[src/rtl/sg_walk_pkg.sv]
package sg_walk_pkg;

  typedef enum logic [1:0] {
    ST_IDLE  = 2'd0,
    ST_CHECK = 2'd1,
    ST_FETCH = 2'd2,
    ST_BURST = 2'd3
  } walk_st_t;

  localparam int DESC_BYTES  = 8;
  localparam int REG_LEN_W   = 17;
  localparam int LAST_BIT    = 31;
  localparam logic [REG_LEN_W-1:0] FULL_REGION = 17'h10000;

endpackage

[src/rtl/sg_desc_decode.sv]
module sg_desc_decode
  import sg_walk_pkg::*;
#(
  parameter int AW = 32
) (
  input  logic [63:0]          desc,
  output logic [AW-1:0]        reg_addr,
  output logic [REG_LEN_W-1:0] reg_len,
  output logic                 reg_last
);

  logic [31:0] ctrl;
  logic [15:0] cnt;
  logic        unused_ctrl_bits;

  assign ctrl             = desc[63:32];
  assign cnt              = {ctrl[15:1], 1'b0};
  assign unused_ctrl_bits = ^{ctrl[30:16], ctrl[0]};
  assign reg_addr         = AW'(desc[31:0]);
  assign reg_last         = ctrl[LAST_BIT];

  always_comb begin
    if (cnt == 16'd0) reg_len = FULL_REGION;
    else              reg_len = {1'b0, cnt};
  end

  // decoded region length is never zero
  always_comb begin
    a_r2_len_nonzero: assert (reg_len != '0);
    // region length is always even
    a_r1_len_even: assert (reg_len[0] == 1'b0);
  end

endmodule

[src/rtl/sg_burst_sizer.sv]
module sg_burst_sizer
  import sg_walk_pkg::*;
#(
  parameter int DEV_W       = 20,
  parameter int BURST_BYTES = 64,
  parameter int BL_W        = 7
) (
  input  logic [DEV_W-1:0]     dev_rem,
  input  logic [REG_LEN_W-1:0] reg_rem,
  output logic [BL_W-1:0]      len
);

  localparam int CW = (DEV_W > REG_LEN_W) ? DEV_W : REG_LEN_W;

  logic [CW-1:0] dev_w, reg_w, small_w;

  assign dev_w   = CW'(dev_rem);
  assign reg_w   = CW'(reg_rem);
  assign small_w = (dev_w < reg_w) ? dev_w : reg_w;

  always_comb begin
    if (small_w > CW'(BURST_BYTES)) len = BL_W'(BURST_BYTES);
    else                            len = BL_W'(small_w);
  end

endmodule

[src/rtl/sg_table_guard.sv]
module sg_table_guard #(
  parameter int AW         = 32,
  parameter int PAGE_BYTES = 4096
) (
  input  logic [AW-1:0] ptr,
  input  logic [AW-1:0] base,
  input  logic          last,
  output logic          exhausted
);

  logic [AW-1:0] consumed;

  assign consumed  = ptr - base;
  assign exhausted = last || (consumed >= AW'(PAGE_BYTES));

endmodule

[src/rtl/sg_walker.sv]
module sg_walker
  import sg_walk_pkg::*;
#(
  parameter int AW              = 32,
  parameter int DEV_W           = 20,
  parameter int WORD_BYTES      = 4,
  parameter int MAX_BURST_WORDS = 16,
  parameter int PAGE_BYTES      = 4096,
  localparam int BURST_BYTES    = WORD_BYTES * MAX_BURST_WORDS,
  localparam int BL_W           = $clog2(BURST_BYTES + 1)
) (
  input  logic             clk,
  input  logic             rst,
  input  logic             start,
  input  logic             dir_wr,
  input  logic [AW-1:0]    tbl_base,
  input  logic [DEV_W-1:0] dev_bytes,
  input  logic             clr,
  output logic             dsc_req,
  output logic [AW-1:0]    dsc_addr,
  input  logic             dsc_ack,
  input  logic [63:0]      dsc_rdata,
  output logic             bst_valid,
  input  logic             bst_ready,
  output logic             bst_write,
  output logic [AW-1:0]    bst_addr,
  output logic [BL_W-1:0]  bst_len,
  output logic             busy,
  output logic             done,
  output logic             tbl_end
);

  walk_st_t             state;
  logic [AW-1:0]        ptr_q, base_q, reg_addr_q;
  logic [DEV_W-1:0]     dev_rem_q;
  logic [REG_LEN_W-1:0] reg_rem_q;
  logic                 reg_last_q, dir_q;

  logic [AW-1:0]        dec_addr;
  logic [REG_LEN_W-1:0] dec_len;
  logic                 dec_last;
  logic [BL_W-1:0]      next_len;
  logic                 tbl_done;
  logic                 take_desc;

  sg_desc_decode #(.AW(AW)) u_decode (
    .desc     (dsc_rdata),
    .reg_addr (dec_addr),
    .reg_len  (dec_len),
    .reg_last (dec_last)
  );

  sg_burst_sizer #(.DEV_W(DEV_W), .BURST_BYTES(BURST_BYTES), .BL_W(BL_W)) u_sizer (
    .dev_rem (dev_rem_q),
    .reg_rem (reg_rem_q),
    .len     (next_len)
  );

  sg_table_guard #(.AW(AW), .PAGE_BYTES(PAGE_BYTES)) u_guard (
    .ptr       (ptr_q),
    .base      (base_q),
    .last      (reg_last_q),
    .exhausted (tbl_done)
  );

  assign take_desc = (state == ST_FETCH) && dsc_ack;
  assign busy      = (state != ST_IDLE);

  always_ff @(posedge clk) begin
    if (rst) begin
      state      <= ST_IDLE;
      ptr_q      <= '0;
      base_q     <= '0;
      reg_addr_q <= '0;
      dev_rem_q  <= '0;
      reg_rem_q  <= '0;
      reg_last_q <= 1'b0;
      dir_q      <= 1'b0;
      dsc_req    <= 1'b0;
      dsc_addr   <= '0;
      bst_valid  <= 1'b0;
      bst_write  <= 1'b0;
      bst_addr   <= '0;
      bst_len    <= '0;
      done       <= 1'b0;
      tbl_end    <= 1'b0;
    end else begin
      done    <= 1'b0;
      tbl_end <= 1'b0;
      case (state)
        ST_IDLE: begin
          if (start) begin
            base_q     <= tbl_base;
            ptr_q      <= tbl_base;
            dev_rem_q  <= dev_bytes;
            reg_addr_q <= '0;
            reg_rem_q  <= '0;
            reg_last_q <= 1'b0;
            dir_q      <= dir_wr;
            state      <= ST_CHECK;
          end
        end
        ST_CHECK: begin
          if (dev_rem_q == '0) begin
            done  <= 1'b1;
            state <= ST_IDLE;
          end else if (reg_rem_q == '0) begin
            if (tbl_done) begin
              tbl_end <= 1'b1;
              state   <= ST_IDLE;
            end else begin
              dsc_req  <= 1'b1;
              dsc_addr <= ptr_q;
              state    <= ST_FETCH;
            end
          end else begin
            bst_valid <= 1'b1;
            bst_addr  <= reg_addr_q;
            bst_len   <= next_len;
            bst_write <= dir_q;
            state     <= ST_BURST;
          end
        end
        ST_FETCH: begin
          if (dsc_ack) begin
            dsc_req    <= 1'b0;
            reg_addr_q <= dec_addr;
            reg_rem_q  <= dec_len;
            reg_last_q <= dec_last;
            ptr_q      <= ptr_q + AW'(DESC_BYTES);
            state      <= ST_CHECK;
          end
        end
        ST_BURST: begin
          if (bst_ready) begin
            bst_valid  <= 1'b0;
            dev_rem_q  <= dev_rem_q - DEV_W'(bst_len);
            reg_addr_q <= reg_addr_q + AW'(bst_len);
            reg_rem_q  <= reg_rem_q - REG_LEN_W'(bst_len);
            state      <= ST_CHECK;
          end else if (clr) begin
            bst_valid <= 1'b0;
            state     <= ST_CHECK;
          end
        end
        default: state <= ST_IDLE;
      endcase
      if (clr && !take_desc) begin
        reg_addr_q <= '0;
        reg_rem_q  <= '0;
        reg_last_q <= 1'b0;
      end
    end
  end

  // a waiting burst keeps its fields until accepted or withdrawn
  a_r8_burst_hold: assert property (@(posedge clk) disable iff (rst)
    (bst_valid && !bst_ready && !clr) |=>
      (bst_valid && $stable(bst_addr) && $stable(bst_len) && $stable(bst_write)));

  // a descriptor request holds until acknowledged
  a_r4_fetch_hold: assert property (@(posedge clk) disable iff (rst)
    (dsc_req && !dsc_ack) |=> (dsc_req && $stable(dsc_addr)));

  // a fetch starts only with the region used up
  a_r4_fetch_empty: assert property (@(posedge clk) disable iff (rst)
    $rose(dsc_req) |-> (reg_rem_q == '0));

  // burst length within the cap and the device bytes left
  a_r6_len_cap: assert property (@(posedge clk) disable iff (rst)
    bst_valid |-> ((bst_len != '0) && (bst_len <= BL_W'(BURST_BYTES))
                   && (DEV_W'(bst_len) <= dev_rem_q)));

  // the two end pulses exclude each other and leave the block idle
  a_r9_end_exclusive: assert property (@(posedge clk) disable iff (rst)
    (done || tbl_end) |-> (!(done && tbl_end) && !busy));

  // never two requests at once
  a_r11_one_request: assert property (@(posedge clk) disable iff (rst)
    !(dsc_req && bst_valid));

endmodule

[config.mk]
export PLATFORM = sky130hd
export DESIGN_NAME = sg_walker
export DESIGN_NICKNAME = d
export VERILOG_FILES = /design/src/rtl/sg_walk_pkg.sv /design/src/rtl/sg_desc_decode.sv /design/src/rtl/sg_burst_sizer.sv /design/src/rtl/sg_table_guard.sv /design/src/rtl/sg_walker.sv
export SDC_FILE = /design/constraint.sdc
export NUM_CORES = 1
export LEC_CHECK = 0
export ABC_CLOCK_PERIOD_IN_PS = 7950
export BUFFER_PORTS_ARGS = -buffer_cell sky130_fd_sc_hd__buf_2
export CAP_MARGIN = 20
export CORE_AREA = 2 2 152 154
export DETAILED_ROUTE_END_ITERATION = 6
export DIE_AREA = 0 0 154 156
export GPL_TIMING_DRIVEN = 0
export PLACE_DENSITY = 0.83
export SLEW_MARGIN = 25
export SYNTH_ARGS = -nofsm -noshare
export SYNTH_HDL_FRONTEND = slang
export SYNTH_SLANG_ARGS = --single-unit
[constraint.sdc]
create_clock -name clk -period 7.95 [get_ports clk]
set_input_delay 1.9875 -clock clk [delete_from_list [all_inputs] [get_ports clk]]
set_output_delay 1.9875 -clock clk [all_outputs]
set_load 0.05 [all_outputs]
* Word-level counts from Yosys, hierarchy flattened *
Index checks and enable logic that the tools add are counted.

word-level totals
  register bits = 213
  logic and storage cells = 105
  input port bits = 123

cells by class
  bitwise gates (word level) = 4
  add/subtract/negate cells = 5
  multiplexer cells = 40
  magnitude comparators = 3
  equality and inequality tests = 11
  reduce and logical (&&, ||, !) cells = 26

operators with widths
  kind                   count
  $mux 32                5
  $pmux 32 s3            1
  $mux 17                4
  $pmux 32 s2            1
  $mux 20                3
  $pmux 17 s3            1
  $pmux 20 s2            1
  $add 32x4->32 const B  1
  $add 32x7->32          1
  $ge 32x13->1 const B   1
  $sub 32x32->32         1
  $gt 20x7->1 const B    1
  $logic_not 20->1       1
  $lt 20x17->1           1
  $sub 20x7->20          1
  $logic_not 17->1       1
  $sub 17x7->17          1
  $logic_not 16->1       1
  $mux 2                 7
  $ne 2x2->1 const B     7
  $mux 1                 12
  $reduce_and 3->1       4
  $reduce_and 4->1       3
  $reduce_bool 2->1      5
  other kinds (16)       24

* Depth between registers and ports, before layout *
Gate-level depths: netlist of the first run.

  depth in word-level cells = 7
  gate-level depth with buffers = 15

* Modules after synthesis *
A second synthesis of the first run with hierarchy kept.

second synthesis, totals
  cell total of the unflattened synthesis = 1784
  area, all modules = 13897.1 um^2

modules (own cells, without submodules)
  module          area each (um^2)  cells an instance  instances
  sg_walker       11264.6           1398               1
  sg_table_guard  1741.7            255                1
  sg_burst_sizer  543.0             76                 1
  sg_desc_decode  347.8             55                 1

* Least setup slack after synthesis of the first run *
No wires, ideal clock.

  kind = in2reg
  from = in start
  to = reg ptr_q[14]
  path buffers = 2
  slack = 4.405 ns
  cell stages on the path = 7
  arrival = 3.408 ns
  library setup time = 0.138 ns
  cells stage by stage = nand2_1 > nor2_1 > nor2_1 > nor2_1 > clkbuf_1 > clkbuf_1 > a211oi_1

between the ends
  word-level cells in the longest chain between the ends = 2

ends and longest elaborated chain
  what                               line              source
  from (decl)                        sg_walker.sv:14   input logic start,
  $ne 2x2->1 (no source line)        --
  $reduce_and 3->1 (no source line)  --
  to (signal assigned)               sg_walker.sv:94   ptr_q <= tbl_base;
  to (signal assigned)               sg_walker.sv:130  ptr_q <= ptr_q + AW'(DESC_BYTES);
  to (decl)                          sg_walker.sv:34   logic [AW-1:0] ptr_q, base_q, reg_addr_q;

Every way passes these cells.
A chain may end at the register's enable or synchronous reset.

* Worst setup path after layout of the first run *
  from = reg state[0]
  to = out busy

between the ends
  word-level cells in the longest chain between the ends = 1

ends and longest elaborated chain
  what                    line              source
  from (decl)             sg_walker.sv:33   walk_st_t state;
  from (signal assigned)  sg_walker.sv:71   state <= ST_IDLE;
  from (signal assigned)  sg_walker.sv:100  state <= ST_CHECK;
  from (signal assigned)  sg_walker.sv:106  state <= ST_IDLE;
  $reduce_bool 2->1       sg_walker.sv:67   assign busy = (state != ST_IDLE);
  to (decl)               sg_walker.sv:28   output logic busy,

Every way passes these cells.

==> results of run 1 <==
==> metrics by stage <==
stage	std cells	power [mW]	instance area (µm²)
after floorplan	1741	1.76	13300
after global placement	2208	1.98	14500
after detailed placement	2208	2.00	14500
after CTS	2250	3.11	15300
after global routing	2250	3.25	15300
final	2250	3.14	15300
==> report_power, final <==
part           total, mW  switching [mW]  internal, mW  leakage [nW]
clock               1.13           0.485         0.646         0.382
sequential          1.17          0.0574          1.11          1.73
combinational      0.838           0.530         0.308          3.93
==> cells in the final DEF (no fill, tap or decap), drive strengths merged, types with 8 or more instances in the layout <==
| cell | n |
|---|---|
| o21ai | 89 |
| mux2i | 48 |
| xnor2 | 13 |
| a22oi | 14 |
| nor4 | 19 |
| a31oi | 14 |
| ha | 69 |
| dfxtp | 213 |
| and4 | 8 |
| o22ai | 19 |
| and2 | 14 |
| a21o | 23 |
| nor2 | 128 |
| nor3 | 34 |
| xor2 | 8 |
| a211oi | 37 |
| buf | 196 |
| nor2b | 19 |
| inv | 92 |
| and3 | 25 |
| nand2 | 272 |
| o21a | 9 |
| o211ai | 15 |
| a21oi | 192 |
| a221oi | 9 |
| nand2b | 71 |
| or3 | 9 |
| nand4 | 25 |
| clkbuf | 118 |
| nand3 | 45 |
==> worst max-delay path, cell delays in order, from the launching register on <==
cell and delay, ns:
dfxtp_1 0.30, clkbuf_1 0.35, clkbuf_1 0.42, clkbuf_1 0.54
or2_2 0.22, buf_2 0.26
==> cell families (layout without fill, tap and decap cells) <==
kind of cell,after synthesis,after routing,synth area share
simple gates,695,695,0.255
buf+inv,192,416,0.0616
fa+ha+maj,73,73,0.0711
mux,53,53,0.0404
flops,213,213,0.321
xor+xnor,21,21,0.0139
compound gates,494,494,0.236
==> final timing paths <==
path / from / endpoint / slack (ns) / depth (start not counted)
min reg2reg: bst_addr[21] / bst_addr[21] / 0.45 / 2
max: state[0] / busy / 3.33 / 5
max reg2reg: ptr_q[9] / dsc_addr[7] / 4.11 / 12
min: bst_addr[21] / bst_addr[21] / 0.45 / 2
==> registers in the layout, summed over array words and instances, names as in the netlist <==
name / count
base_q: 32
bst_addr: 32
dsc_addr: 32
ptr_q: 32
reg_addr_q: 32
dev_rem_q: 20
reg_rem_q: 17
bst_len: 7
state: 2
bst_valid: 1
bst_write: 1
dir_q: 1
done: 1
dsc_req: 1
reg_last_q: 1
tbl_end: 1
==> area by class of cell <==
class                      instances  share of cell area
clock inverter                    13              0.0102
timing repair buffer             182              0.0594
tap                              285              0.0232
multi-input combinational       1336               0.534
sequential                       213               0.278
buffer                           103              0.0316
inverter                          89              0.0218
clock buffer                      29              0.0416
==> per-layer routing <==
| metal | up-vias | GRT usage | share of wire |
|---|---|---|---|
| met5 | - | 0 | 0 |
| met4 | 0 | 0.192 | 0.054 |
| met3 | 189 | 0.0564 | 0.092 |
| met2 | 785 | 0.636 | 0.47 |
| met1 | 6708 | 0.460 | 0.39 |
| li1 | 6620 | - | - |
==> results.py, run 1 <==
metrics = {
    "global_routing": {
        "grt_overflow": 0,
        "grt_max_degree": 17,
        "grt_antenna_before_repair": 0,
        "grt_use_total": 0.373,
        "grt_pass1_vias": 13400,
        "grt_pass1_wl_mm": 71.7,
    },
    "route": {
        "wl_per_cell_um": 20.7,
        "first_pass_iters": 7,
        "first_iter_violations": 1591,
        "wl_mm": 46.5,
        "drc": 0,
        "postRouteAntennaNets": 0,
        "vias": 14300,
        "vias_per_cell": 6.36,
    },
    "sta": {
        "rsz0062_at_grt": "false",
        "tightest_slew_ns": 1.06,
        "tns_ns": 0,
        "finalWorstSetupSlack_ns": 3.33,
        "fin_crit_ns": 4.62,
        "drv_slew": 0,
        "fin_crit_sh": 0.581,
        "setup_viol": 0,
        "hold_slack_ns": 0.451,
        "hold_violations": 0,
        "skew_ns": 0.0211,
        "maxSlewHeadroom": 0.293,
        "fmax_ghz": 0.217,
    },
    "layout": {
        "ff_latch_area_um2": 4260,
        "syn_to_final_growth_pct": 15.6,
        "n_antenna_cell": 0,
        "drive_gt1_frac": 0.140,
        "layout.nets": 2144,
        "multi_input_area_um2": 8200,
        "fillers": 1881,
        "finalCoreUtilization": 0.686,
    },
    "yosys": {
        "yosysWarnings": 0,
        "ys_seq_elements": 213,
        "synthesis.nets": 1937,
        "ys_seq_area_frac": 0.321,
        "async_flop_share": 0,
        "synth.most_common_cell": "nand2_1",
        "synthFlopType": "dfxtp_1",
        "synth_top_cell_area_share": 0.321,
        "synth_commonest_cells": "nand2_1 (271), dfxtp_1 (213), a21oi_1 (189)",
        "netlist_area_um2": 13300,
        "syn_avg_cell_area_um2": 7.63,
        "synth-edff-count": 0,
        "synthTopCellsByArea": "dfxtp_1 (32%), nand2_1 (7.7%), a21oi_1 (7.1%), ha_1 (6.5%), mux2i_1 (3.6%)",
        "yosysTopAreaCell": "dfxtp_1",
        "postSynthCellCount": 1741,
        "yosysUniqueCellTypes": 91,
    },
    "clock_tree": {
        "post_cts_buffers": 0,
        "cts_resized": 0,
        "cts_buffers": 23,
        "clk_pin_slew_ns": 0.06,
        "clock_tree.root_cell": "clkbuf_16",
        "cts.sinks": 213,
        "cts_buffer_depth": 3,
        "htree_levels": 1,
        "worstSkewPairLatency_ns": 0.55,
        "ctsHoldBuffers": 0,
        "cts_tree": "built",
    },
    "floorplanning": {
        "ios": 200,
        "coreArea_um2": 22400,
        "fp.dieW_um": 154,
        "die_y_um": 156,
        "rows": 55,
        "dieArea_um2": 24000,
        "start_util": 0.594,
    },
    "critical_path": {
        "cp_max_fo": 10,
        "cp-end-kind": "primary output",
        "cp.required_ns": 5.96,
        "worst-setup-path-type": "reg2out",
        "start_kind": "register",
        "arrival_ns": 2.63,
    },
    "run": {
        "maxCapViolCount": 0,
    },
    "placement": {
        "gp_congestion": 0.971,
        "dp_slack_ns": 2.98,
        "io_buffers": 182,
        "dp_hpwl_mm": 35.2,
    },
    "status": {
        "status": "finished clean",
    },
    "pwr": {
        "powerDensity_nw_per_um2": 204,
        "power_leakage_nw": 6.04,
        "peakVddDrop_mv": 0.175,
    },
    "worst_hold_path": {
        "hold_path_class": "reg2reg",
    },
}
Note: power is estimated with default switching activity, not from simulation.
==> run 2, diff against run 1 <==
ABC_CLOCK_PERIOD_IN_PS = 4700   (was 7950)
CORE_AREA = 2 2 155 157   (was 2 2 152 154)
DIE_AREA = 0 0 157 159   (was 0 0 154 156)
PLACE_DENSITY = 0.8   (was 0.83)
clock period = 4.7 ns   (was 7.95 ns; I/O delays follow)
==> run 2 against run 1 <==
Effect of this change: the flow now finishes with violations (DRC); non-clock buffer count is the same; clock skew is 0.0086 ns lower; largest cell class unchanged; via count is 0.72% lower; critical path depth increased by 4; global-route usage shrank 0.88 points; critical endpoint is now ptr_q[18]; flip-flop and latch count did not move; routed wire length is 0.21% lower.
==> results.py, run 2 (same netlist as run 1, synthesis figures left out) <==
metrics = {
    "sta": {
        "tns_ns": 0,
        "fin_crit_ns": 3.90,
        "fmax_ghz": 0.257,
        "fin_crit_sh": 0.829,
        "skew_ns": 0.0125,
        "drv_slew": 0,
        "setup_viol": 0,
        "tightest_slew_ns": 1.07,
        "hold_violations": 0,
        "maxSlewHeadroom": 0.286,
        "rsz0062_at_grt": "false",
    },
    "placement": {
        "dp_hpwl_mm": 35.3,
        "gp_congestion": 0.988,
        "io_buffers": 182,
    },
    "clock_tree": {
        "post_cts_buffers": 0,
        "clk_pin_slew_ns": 0.07,
        "cts_tree": "built",
        "worstSkewPairLatency_ns": 0.52,
        "cts.sinks": 213,
        "clock_tree.root_cell": "clkbuf_16",
        "cts_resized": 0,
        "htree_levels": 1,
        "cts_buffer_depth": 3,
        "cts_buffers": 23,
        "ctsHoldBuffers": 0,
    },
    "worst_hold_path": {
        "holdPathStages": 2,
        "hold_path_class": "reg2reg",
    },
    "floorplanning": {
        "start_util": 0.572,
        "dieArea_um2": 25000,
        "coreArea_um2": 23200,
        "fp.dieW_um": 157,
        "die_y_um": 159,
        "ios": 200,
        "rows": 56,
    },
    "layout": {
        "layout.nets": 2144,
        "layout_commonest_cell": "nand2_1",
        "drive_gt1_frac": 0.137,
        "finalCoreUtilization": 0.660,
        "most-common-layout-cells": "nand2_1 (271), dfxtp_1 (213), a21oi_1 (189)",
        "syn_to_final_growth_pct": 15.3,
    },
    "global_routing": {
        "grt_antenna_before_repair": 3,
        "grt_pass1_wl_mm": 72.3,
        "grt_max_degree": 14,
        "grt_use_total": 0.364,
        "grt_overflow": 0,
        "grt_pass1_vias": 13600,
    },
    "pwr": {
        "powerDensity_nw_per_um2": 339,
        "peakVddDrop_mv": 0.300,
        "power_leakage_nw": 6.01,
    },
    "critical_path": {
        "start_kind": "register",
        "arrival_ns": 4.27,
        "cp_max_fo": 10,
        "crit_end": "ptr_q[18]",
        "worstRegToRegCells": 9,
        "cp-startpoint": "state[0]",
        "cp.required_ns": 5.07,
        "r2r_setup_slack_ns": 0.80,
        "regToRegStartpoint": "state[0]",
        "worst-setup-path-type": "reg2reg",
        "cp-end-kind": "register",
        "reg2reg_to": "ptr_q[18]",
    },
    "route": {
        "vias": 14200,
        "first_pass_iters": 7,
        "drc": 1,
        "vias_per_cell": 6.22,
        "first_iter_violations": 1777,
        "wl_per_cell_um": 20.3,
        "postRouteAntennaNets": 0,
        "wl_mm": 46.4,
    },
    "status": {
        "failed_checks": "DRC",
        "status": "finished, violations left",
    },
    "run": {
        "maxCapViolCount": 0,
    },
}
[run 2: power breakdown]
part / internal (mW) / leakage (nW) / switching [mW]
combinational: 0.521 / 3.93 / 0.893
sequential: 1.88 / 1.73 / 0.0974
clock: 1.03 / 0.352 / 0.760
[run 2: worst min-delay path by stage]
stage | start | endpoint | slack, ns
2_1_floorplan | dir_q | bst_write | 0.43
3_3_place_gp | dir_q | bst_write | 0.44
3_5_place_dp | bst_addr[28] | bst_addr[28] | 0.44
4_1_cts | bst_addr[28] | bst_addr[28] | 0.45
5_1_grt | bst_addr[28] | bst_addr[28] | 0.47
6_report | bst_addr[21] | bst_addr[21] | 0.45
[run 2: area by class of cell]
type / instances / area, µm²
Sequential cell: 213 / 4260
Clock inverter: 8 / 92.6
Buffer: 103 / 484
Timing Repair Buffer: 182 / 911
Fill cell: 2081 / 7890
Tap cell: 319 / 399
Antenna cell: 1 / 2.50
Multi-Input combinational cell: 1336 / 8200
Clock buffer: 30 / 622
Inverter: 89 / 334
[run 2: layer usage]
layer | GRT usage | share of wire | vias up
met1 | 0.454 | 0.38 | 6546
met2 | 0.595 | 0.46 | 832
li1 | - | - | 6623
met3 | 0.0591 | 0.095 | 192
met4 | 0.207 | 0.059 | 6
met5 | 0 | 0.00091 | -
[run 2: critical path, stage by stage (launching register included)]
cell and delay, ns:
dfxtp_1 0.30, clkbuf_1 0.18, inv_1 0.35, nand2_1 0.30, nor2_1 0.84, nor2_1 0.33
nor2_1 0.30, clkbuf_1 0.48, clkbuf_1 0.49, a211oi_1 0.15
[run 2: per-stage QoR]
stage | total power [mW] | setup slack [ns] | std cells | cell area [µm²] | hold WS, ns
2_1_floorplan | 2.97 | 1.50 | 1741 | 13300 | 0.432
3_3_place_gp | 3.35 | 0.614 | 2242 | 14600 | 0.440
3_5_place_dp | 3.38 | 0.611 | 2242 | 14600 | 0.445
4_1_cts | 5.13 | 0.968 | 2280 | 15300 | 0.453
5_1_grt | 5.38 | 0.682 | 2280 | 15300 | 0.467
6_report | 5.19 | 0.802 | 2281 | 15300 | 0.452
==> run 3, diff against run 2 <==
ABC_CLOCK_PERIOD_IN_PS = 3600   (was 4700)
clock period = 3.6 ns   (was 4.7 ns; I/O delays follow)
==> run 3 against run 2 <==
Effect of this change: the flow still finishes with violations (DRC); routed wire length increased by 0.95%; clock power increased by 29%; register-to-register slack got worse by 0.71 ns; sequential share of layout area decreased by 0.34 points; critical path type unchanged; non-clock buffer count increased by 4; flip-flop and latch count unchanged.
==> results.py, run 3 (same netlist as run 1, synthesis figures left out) <==
metrics = {
    "route": {
        "first_iter_violations": 1753,
        "postRouteAntennaNets": 0,
        "first_pass_iters": 7,
        "wl_mm": 46.8,
        "vias_per_cell": 6.27,
        "drc": 1,
        "vias": 14300,
        "wl_per_cell_um": 20.5,
    },
    "sta": {
        "rsz0062_at_grt": "true",
        "hold_violations": 0,
        "setup_viol": 0,
        "maxSlewHeadroom": 0.375,
        "fmax_ghz": 0.285,
        "tightest_slew_ns": 0.937,
        "skew_ns": 0.0115,
        "hold_slack_ns": 0.452,
        "tns_ns": 0,
        "finalWorstSetupSlack_ns": 0.0905,
        "fin_crit_sh": 0.975,
        "fin_crit_ns": 3.51,
        "drv_slew": 0,
    },
    "layout": {
        "layout_commonest_cell": "nand2_1",
        "fillers": 2047,
        "drive_gt1_frac": 0.165,
        "finalCoreUtilization": 0.672,
        "most-common-layout-cells": "nand2_1 (270), dfxtp_1 (196), buf_2 (183)",
        "syn_to_final_growth_pct": 17.4,
        "layout.nets": 2148,
    },
    "clock_tree": {
        "clock_tree.root_cell": "clkbuf_16",
        "worstSkewPairLatency_ns": 0.52,
        "cts_buffer_depth": 3,
        "ctsHoldBuffers": 0,
        "htree_levels": 1,
        "clk_pin_slew_ns": 0.06,
        "cts.sinks": 213,
        "cts_tree": "built",
        "cts_buffers": 23,
    },
    "floorplanning": {
        "coreArea_um2": 23200,
        "die_y_um": 159,
        "fp.dieW_um": 157,
        "ios": 200,
        "start_util": 0.572,
        "rows": 56,
        "dieArea_um2": 25000,
    },
    "global_routing": {
        "grt_use_total": 0.365,
        "grt_pass1_wl_mm": 72.4,
        "grt_antenna_before_repair": 3,
        "grt_max_degree": 14,
        "grt_pass1_vias": 13600,
        "grt_overflow": 0,
    },
    "critical_path": {
        "start_kind": "register",
        "cp-end-kind": "register",
        "cp.required_ns": 4.04,
        "worst-setup-path-type": "reg2reg",
        "cp_max_fo": 10,
        "arrival_ns": 3.95,
    },
    "run": {
        "maxCapViolCount": 0,
    },
    "status": {
        "status": "finished, violations left",
        "failed_checks": "DRC",
    },
    "pwr": {
        "powerDensity_nw_per_um2": 441,
        "peakVddDrop_mv": 0.389,
        "power_leakage_nw": 6.08,
    },
    "placement": {
        "dp_slack_ns": -0.214,
        "dp_hpwl_mm": 35.3,
        "gp_congestion": 0.988,
        "io_buffers": 182,
    },
    "worst_hold_path": {
        "hold_path_class": "reg2reg",
    },
}
## run 3: changes by cell type in the layout (fill, tap and decap cells not counted), moves of 6 or more
| cell | change |
|---|---|
| dfxtp_1 | -17 |
| dfxtp_2 | +16 |
| a21oi_1 | -8 |
| ha_1 | -8 |
| buf_4 | +6 |
## run 3: stage by stage
stage / power [mW] / std cells / cell area, µm²
2_1_floorplan: 3.88 / 1741 / 13300
3_3_place_gp: 4.38 / 2242 / 14600
3_5_place_dp: 4.41 / 2242 / 14600
4_1_cts: 6.72 / 2280 / 15300
5_1_grt: 7.14 / 2284 / 15600
6_report: 6.88 / 2286 / 15600
## run 3: critical path: stages (launching register included)
cell and delay, ns:
dfxtp_2 0.34, ha_1 0.30, buf_6 0.14, a211oi_4 0.26, o211ai_2 0.15, a221oi_4 0.36, o2bb2ai_2 0.12, o31a_1 0.31
or3_1 0.35, a32oi_2 0.29, and4_1 0.25, buf_6 0.17, buf_12 0.16, mux2i_1 0.21
## run 3: routing by layer
metal	global-route usage	wire (µm)	up-vias
met5	0	27	-
met4	0.206	2880	4
met3	0.0558	4460	201
met2	0.597	21700	859
met1	0.457	17800	6636
li1	-	-	6641
## run 3: path summary, 6_finish.rpt
path	start	to	slack (ns)	cells past startpoint
worst min register to register	bst_addr[21]	bst_addr[21]	0.45	2
worst max-delay path	ptr_q[16]	dsc_addr[25]	0.09	13
worst max register to register	ptr_q[16]	dsc_addr[25]	0.09	13
worst min-delay path	bst_addr[21]	bst_addr[21]	0.45	2
## run 3: layout make-up
| type | instances | area (µm²) | share of cell area |
|---|---|---|---|
| multi-input cells | 1336 | 8410 | 0.540 |
| clock inverters | 8 | 92.6 | 0.00594 |
| well taps | 319 | 399 | 0.0256 |
| flip-flops and latches | 213 | 4290 | 0.275 |
| clock buffers | 30 | 622 | 0.0399 |
| plain buffers | 101 | 477 | 0.0306 |
| diodes | 2 | 5.00 | 0.000321 |
| inverters | 89 | 334 | 0.0214 |
| repair buffers | 188 | 956 | 0.0614 |
## run 3: power breakdown
part / leakage [nW] / switching, mW / internal [mW]
Combinational: 3.98 / 1.21 / 0.742
Clock: 0.352 / 0.984 / 1.35
Sequential: 1.74 / 0.130 / 2.46
## run 3: what timing repair did
item | CTS | global route
endpoints found under the setup margin | 40 | 87
pin swaps | 0 | 13
resized for setup | 8 | 57
setup buffers | 0 | 6
